**src/rtl/spec_trk_pkg.sv**
```systemverilog
package spec_trk_pkg;
  typedef enum logic [1:0] {
    SNP_OWN     = 2'd0,
    SNP_EARLIER = 2'd1,
    SNP_LATER   = 2'd2
  } snp_cls_e;
endpackage

```
**src/rtl/sv_seq_order.sv**
```systemverilog
module sv_seq_order
  import spec_trk_pkg::*;
#(
  parameter int SEQ_W = 2
) (
  input  logic             clk_i,
  input  logic             rst_ni,
  input  logic [SEQ_W-1:0] head_seq_i,
  input  logic [SEQ_W-1:0] my_seq_i,
  input  logic [SEQ_W-1:0] snp_seq_i,
  output snp_cls_e         cls_o
);
  logic [SEQ_W-1:0] rel_my, rel_snp;

  // age relative to head, modulo 2^SEQ_W
  assign rel_my  = my_seq_i - head_seq_i;
  assign rel_snp = snp_seq_i - head_seq_i;

  always_comb begin
    if (rel_snp < rel_my)      cls_o = SNP_EARLIER;
    else if (rel_snp > rel_my) cls_o = SNP_LATER;
    else                       cls_o = SNP_OWN;
  end


  own_ignore_chk: assert property (@(posedge clk_i) disable iff (!rst_ni)
    (snp_seq_i == my_seq_i) |-> (cls_o == SNP_OWN));
endmodule

```
**src/rtl/sv_line_slot.sv**
```systemverilog
module sv_line_slot
  import spec_trk_pkg::*;
#(
  parameter int TAG_W = 8
) (
  input  logic             clk_i,
  input  logic             rst_ni,
  input  logic             restart_i,
  input  logic             commit_i,
  input  logic             acc_en_i,
  input  logic             acc_store_i,
  input  logic [TAG_W-1:0] acc_tag_i,
  input  logic             snp_en_i,
  input  snp_cls_e         snp_cls_i,
  input  logic [TAG_W-1:0] snp_tag_i,
  input  logic [TAG_W-1:0] probe_tag_i,
  output logic             probe_hit_o,
  output logic             viol_o
);
  logic             valid_q, rd_q, md_q, pre_q;
  logic [TAG_W-1:0] tag_q;
  logic             valid_d, rd_d, md_d, pre_d;
  logic [TAG_W-1:0] tag_d;
  logic             snp_hit;

  assign probe_hit_o = valid_q && (tag_q == probe_tag_i);

  always_comb begin
    valid_d = valid_q; tag_d = tag_q;
    rd_d = rd_q; md_d = md_q; pre_d = pre_q;
    snp_hit = 1'b0;
    viol_o  = 1'b0;
    if (restart_i) begin
      if (md_q) valid_d = 1'b0;
      rd_d = 1'b0;
      md_d = 1'b0;
    end else if (commit_i) begin
      if (pre_q) valid_d = 1'b0;
      rd_d = 1'b0; md_d = 1'b0; pre_d = 1'b0;
    end else begin
      if (acc_en_i) begin
        if (!(valid_q && tag_q == acc_tag_i)) begin
          valid_d = 1'b1; tag_d = acc_tag_i;
          rd_d = 1'b0; md_d = 1'b0; pre_d = 1'b0;
        end
        if (acc_store_i) md_d = 1'b1;
        else             rd_d = 1'b1;
      end
      // snoop sees this cycle's access result
      snp_hit = snp_en_i && valid_d && (tag_d == snp_tag_i);
      if (snp_hit && snp_cls_i == SNP_EARLIER) begin
        viol_o  = rd_d;
        valid_d = 1'b0;
        rd_d = 1'b0; md_d = 1'b0; pre_d = 1'b0;
      end else if (snp_hit && snp_cls_i == SNP_LATER) begin
        pre_d = 1'b1;
      end
    end
  end

  always_ff @(posedge clk_i or negedge rst_ni) begin
    if (!rst_ni) begin
      valid_q <= 1'b0; tag_q <= '0;
      rd_q <= 1'b0; md_q <= 1'b0; pre_q <= 1'b0;
    end else begin
      valid_q <= valid_d; tag_q <= tag_d;
      rd_q <= rd_d; md_q <= md_d; pre_q <= pre_d;
    end
  end


  restart_md_chk: assert property (@(posedge clk_i) disable iff (!rst_ni)
    restart_i |=> (!md_q && !rd_q));

  commit_clr_chk: assert property (@(posedge clk_i) disable iff (!rst_ni)
    (commit_i && !restart_i) |=> (!rd_q && !md_q && !pre_q));

  later_keep_chk: assert property (@(posedge clk_i) disable iff (!rst_ni)
    (!restart_i && !commit_i && !acc_en_i && snp_en_i && snp_cls_i == SNP_LATER
     && valid_q && tag_q == snp_tag_i) |=> (valid_q && pre_q));

  earlier_inv_chk: assert property (@(posedge clk_i) disable iff (!rst_ni)
    (!restart_i && !commit_i && !acc_en_i && snp_en_i && snp_cls_i == SNP_EARLIER
     && valid_q && tag_q == snp_tag_i) |=> !valid_q);
endmodule

```
**src/rtl/sv_viol_ctrl.sv**
```systemverilog
module sv_viol_ctrl (
  input  logic clk_i,
  input  logic rst_ni,
  input  logic viol_raw_i,
  input  logic restart_i,
  output logic viol_o
);
  logic viol_q, mask_q;

  assign viol_o = viol_q;

  always_ff @(posedge clk_i or negedge rst_ni) begin
    if (!rst_ni) begin
      viol_q <= 1'b0;
      mask_q <= 1'b0;
    end else if (restart_i) begin
      viol_q <= 1'b0;
      mask_q <= 1'b0;
    end else begin
      viol_q <= viol_raw_i && !mask_q;
      if (viol_raw_i) mask_q <= 1'b1;
    end
  end


  viol_pulse_chk: assert property (@(posedge clk_i) disable iff (!rst_ni)
    viol_o |=> !viol_o);

  viol_mask_chk: assert property (@(posedge clk_i) disable iff (!rst_ni)
    (mask_q && !restart_i) |=> !viol_o);
endmodule

```
**src/rtl/spec_viol_tracker.sv**
```systemverilog
module spec_viol_tracker
  import spec_trk_pkg::*;
#(
  parameter int LINES = 16,
  parameter int TAG_W = 8,
  parameter int SEQ_W = 2,
  localparam int IDX_W = $clog2(LINES)
) (
  input  logic             clk_i,
  input  logic             rst_ni,
  input  logic [SEQ_W-1:0] my_seq_i,
  input  logic [SEQ_W-1:0] head_seq_i,
  input  logic             lk_valid_i,
  input  logic             lk_store_i,
  input  logic [IDX_W-1:0] lk_idx_i,
  input  logic [TAG_W-1:0] lk_tag_i,
  output logic             lk_hit_o,
  input  logic             snp_valid_i,
  input  logic [SEQ_W-1:0] snp_seq_i,
  input  logic [IDX_W-1:0] snp_idx_i,
  input  logic [TAG_W-1:0] snp_tag_i,
  input  logic             commit_i,
  input  logic             restart_i,
  output logic             viol_o
);
  snp_cls_e         snp_cls;
  logic [LINES-1:0] hit_vec, viol_vec;

  sv_seq_order #(.SEQ_W(SEQ_W)) u_order (
    .clk_i      (clk_i),
    .rst_ni     (rst_ni),
    .head_seq_i (head_seq_i),
    .my_seq_i   (my_seq_i),
    .snp_seq_i  (snp_seq_i),
    .cls_o      (snp_cls)
  );

  for (genvar g = 0; g < LINES; g++) begin : g_line
    sv_line_slot #(.TAG_W(TAG_W)) u_slot (
      .clk_i       (clk_i),
      .rst_ni      (rst_ni),
      .restart_i   (restart_i),
      .commit_i    (commit_i),
      .acc_en_i    (lk_valid_i && (lk_idx_i == IDX_W'(g))),
      .acc_store_i (lk_store_i),
      .acc_tag_i   (lk_tag_i),
      .snp_en_i    (snp_valid_i && (snp_idx_i == IDX_W'(g))),
      .snp_cls_i   (snp_cls),
      .snp_tag_i   (snp_tag_i),
      .probe_tag_i (lk_tag_i),
      .probe_hit_o (hit_vec[g]),
      .viol_o      (viol_vec[g])
    );
  end

  assign lk_hit_o = hit_vec[lk_idx_i];

  sv_viol_ctrl u_viol (
    .clk_i      (clk_i),
    .rst_ni     (rst_ni),
    .viol_raw_i (|viol_vec),
    .restart_i  (restart_i),
    .viol_o     (viol_o)
  );


  ctrl_drop_chk: assert property (@(posedge clk_i) disable iff (!rst_ni)
    (restart_i || commit_i) |=> !viol_o);

  single_viol_chk: assert property (@(posedge clk_i) disable iff (!rst_ni)
    $countones(viol_vec) <= 1);
endmodule

```
**config.mk**
```make
export PLATFORM = sky130hd
export DESIGN_NAME = spec_viol_tracker
export DESIGN_NICKNAME = d
export VERILOG_FILES = /design/src/rtl/spec_trk_pkg.sv /design/src/rtl/sv_seq_order.sv /design/src/rtl/sv_line_slot.sv /design/src/rtl/sv_viol_ctrl.sv /design/src/rtl/spec_viol_tracker.sv
export SDC_FILE = /design/constraint.sdc
export NUM_CORES = 1
export LEC_CHECK = 0
export BUFFER_PORTS_ARGS = -buffer_cell sky130_fd_sc_hd__buf_2
export CAP_MARGIN = 20
export CORE_ASPECT_RATIO = 0.9
export CORE_MARGIN = 1
export CORE_UTILIZATION = 45
export CTS_CLUSTER_DIAMETER = 40
export DETAILED_ROUTE_END_ITERATION = 6
export PLACE_DENSITY = 0.67
export RECOVER_POWER = 50
export SKIP_LAST_GASP = 1
export SLEW_MARGIN = 20
export SYNTH_ARGS = -nofsm -noshare
export SYNTH_HDL_FRONTEND = slang
export SYNTH_SLANG_ARGS = --single-unit
export TNS_END_PERCENT = 30
```
**constraint.sdc**
```tcl
create_clock -name clk_i -period 4 [get_ports clk_i]
set_input_delay 0.2 -clock clk_i [delete_from_list [all_inputs] [get_ports clk_i]]
set_output_delay 0.2 -clock clk_i [all_outputs]
set_load 0.05 [all_outputs]
```
==> flow_metrics.py <==
metrics = {
    "status": {
        "status": "finished with violations",
        "violations": "max-capacitance violations, max-slew violations",
    },
    "global_route": {
        "grt-ovfl-total": 0,
        "grt_max_degree": 112,
        "antenna_found_initial": 3,
        "grt_pass1_wl_um": 87100,
        "grtUsageTotal": 0.372,
        "grt_pass1_vias": 13300,
    },
    "cts": {
        "cts_sinks": 194,
        "htree_levels": 4,
        "cts_buffer_depth": 2,
        "cts-root-buf": "clkbuf_16",
        "cts_setup_buffers": 0,
        "tritoncts": "built",
        "cts_inserted_buffers": 17,
        "cts_resized": 0,
        "cts_hold_buf": 1,
        "clk_latency_ns": 0.46,
        "clk_pin_slew_ns": 0.08,
    },
    "yosys": {
        "ys_seq_area_frac": 0.347,
        "synthCells": 1568,
        "yosysTopAreaCell": "dfrtp_1",
        "synth.cell_area_sq_mm": 0.0140,
        "synthArstFlopShare": 1.00,
        "synthFlopType": "dfrtp_1",
        "ys_ff_latch": 194,
        "synth_top_area_share": 0.347,
        "synth.net_count": 1608,
        "synth_warnings": 0,
        "synthTopCellsByArea": "dfrtp_1 35%, mux2_2 8.3%, xor2_1 7.1%",
        "syn_avg_cell_area_sq_um": 8.92,
        "synth_edf_count": 0,
        "synth_cell_types": 89,
    },
    "place": {
        "dp_hpwl_um": 43000,
        "io_buffers": 38,
        "place_area_sq_mm": 0.0151,
        "place.gp.congestion": 1.09,
    },
    "setup_path": {
        "timing.rr.start": "g_line[2].u_slot.tag_q[5]",
        "reg2reg_setup_slack_ns": 0.46,
        "path_class": "in2reg",
        "cp.arrival_ns": 4.22,
        "cp.required_ns": 4.34,
        "path_cells": "clkbuf_1 -> inv_1 -> nand2_1 -> clkbuf_1 -> nor2_1 -> mux2_2",
        "crit_top_cell": "clkbuf_1",
        "cp_top_family": "buffers and inverters",
        "crit_buf_inv": 3,
        "crit_path_end_kind": "flip-flop",
        "r2r-end": "u_viol.viol_o",
        "slowest_delay_ns": 1.26,
        "cp-start-kind": "input port",
        "rr_worst_depth": 10,
        "crit_slowest_cell": "clkbuf_1",
        "path_max_fanout": 29,
    },
    "min_path": {
        "hold_class": "in2reg",
        "hold_end": "g_line[11].u_slot.tag_q[0]",
        "min_path_cells": 3,
        "hp-start": "lk_tag_i[0]",
    },
    "sta": {
        "finalHoldViolations": 0,
        "finalSetupTns_ns": 0,
        "fin_crit_ns": 3.88,
        "finalCritPeriodShare": 0.969,
        "tightest_slew_ns": 3.14,
        "whs_ns": 0.287,
        "clock_skew_ns": 0.0129,
        "slew-limit-headroom": -1.09,
        "rsz0062_at_grt": "false",
        "fmax_mhz": 258,
        "drv_slew": 141,
        "finalSetupViolCount": 0,
    },
    "die": {
        "die_area_sq_mm": 0.0318,
        "num_rows": 60,
        "core_sq_mm": 0.0303,
        "die_w_um": 188,
        "ios": 39,
        "start_util": 0.462,
        "die_h_um": 169,
    },
    "routing": {
        "via_per_inst": 6.71,
        "vias": 13800,
        "wirelength_um": 58300,
        "drc": 0,
        "detail_route.first_pass.iterations": 6,
        "ant_nets": 0,
        "post_drt_wl_per_cell_um": 28.3,
        "initialDrtViolationCount": 1952,
    },
    "final_layout": {
        "nets": 1682,
        "layout_common_cells": "194 x dfrtp_1, 132 x nand2_1, 122 x nor2_1",
        "drive_gt1_frac": 0.182,
        "final_cell_area_sq_mm": 0.0157,
        "final_common_cell": "dfrtp_1",
        "syn2layout_area_growth_pct": 12.6,
    },
    "power_and_ir_drop": {
        "switching_power_mw": 2.06,
        "combPwrFrac": 0.257,
        "intPower_mw": 3.69,
        "power.share.switching": 0.358,
        "ir_drop_v": 0.000327,
        "clkPwrFrac": 0.328,
        "power.leakage_nw": 6.62,
        "p_per_area_mw_per_mm2": 366,
        "power_frac_seq": 0.415,
    },
    "job": {
        "cap_violations": 2,
    },
}
[state kept, by name, indices dropped and copies added, names as in the netlist]
signal / cells
g_line.u_slot.tag_q: 128
g_line.u_slot.md_q: 16
g_line.u_slot.pre_q: 16
g_line.u_slot.rd_q: 16
g_line.u_slot.valid_q: 16
u_viol.mask_q: 1
u_viol.viol_o: 1
[synthesized netlist by cell type, types with 8 or more instances]
library cell    n
nand2_1       132
xnor2_1       103
o31ai_1        11
nand3_1        54
xor2_1        114
dfrtp_1       194
clkbuf_1       48
inv_1          26
or3_1           8
nor4_1         19
a31oi_1        12
o2111ai_1       8
nand4_1        23
nor2_1        122
o21ai_0        96
nand2b_1       32
buf_2          26
nor2b_1        28
mux2i_1        18
o21ai_1        10
a21oi_1        45
nor3_1         59
buf_1          12
o211ai_1       11
a22oi_1        18
mux2_2        103
o221ai_1       22
o2bb2ai_1      10
and3_1         16
a211oi_1        9
o22ai_1        16
[layer usage]
metal | vias to the layer above | track usage | routed length [um]
li1 | 5862 | - | -
met1 | 6765 | 0.519 | 24200
met2 | 978 | 0.541 | 23900
met3 | 219 | 0.0902 | 7070
met4 | 2 | 0.171 | 3090
met5 | - | 0 | 11
[worst reg2reg max path: stages (launching register included)]
cell	delay [ns]
dfrtp_1	0.46
xor2_1	0.17
nor4_1	0.54
a41o_1	0.42
nand3b_1	0.15
o221ai_1	0.19
o21ai_0	0.13
or4_1	0.65
o2111a_1	0.35
a211o_1	0.31
a21oi_2	0.12
[power groups by stage]
stage / combinational [mW] / sequential, mW / clock [mW]
2_1_floorplan: 0.930 / 2.34 / 0
3_3_place_gp: 1.42 / 2.41 / 0
3_5_place_dp: 1.43 / 2.42 / 0
4_1_cts: 1.44 / 2.38 / 1.90
5_1_grt: 1.57 / 2.41 / 1.96
6_report: 1.48 / 2.39 / 1.89
[layout make-up]
class                      instances  area [sq um]
sequential                       194          4850
timing repair buffer             145          1020
clock buffer                      17           425
tap                              403           504
inverter                          32           120
clock inverter                    15           195
multi-input combinational       1252          8620
antenna                            1          2.50
fill                            2832         14500
[cells by family after synthesis]
| kind of cell | count (synthesis) | synth area share |
|---|---|---|
| AND/OR/NAND/NOR | 551 | 0.200 |
| multiplexers | 126 | 0.104 |
| flip-flops | 194 | 0.347 |
| AO/OA/AOI/OAI | 355 | 0.174 |
| XOR/XNOR | 217 | 0.136 |
| buffers and inverters | 122 | 0.0362 |
| adder cells (fa/ha/maj) | 3 | 0.00269 |
[worst max path at each step]
stage / startpoint / to / slack (ns) / depth (start not counted)
4_1_cts: g_line[2].u_slot.tag_q[5] / u_viol.viol_o / 0.59 / 10
3_5_place_dp: snp_tag_i[3] / u_viol.viol_o / 0.35 / 12
2_1_floorplan: g_line[0].u_slot.tag_q[2] / u_viol.viol_o / 1.10 / 10
5_1_grt: restart_i / g_line[12].u_slot.tag_q[6] / 0.22 / 6
6_report: restart_i / g_line[15].u_slot.tag_q[2] / 0.12 / 6
3_3_place_gp: snp_tag_i[3] / u_viol.viol_o / 0.29 / 12
[metrics by stage]
stage	std cells	setup slack, ns	util	power, mW
2_1_floorplan	1568	1.10	-	3.27
3_3_place_gp	2025	0.294	0.500	3.83
3_5_place_dp	2025	0.354	0.500	3.85
4_1_cts	2058	0.592	0.521	5.71
5_1_grt	2058	0.219	0.520	5.95
6_report	2059	0.125	0.520	5.76
(Power assumes the default switching activity.)
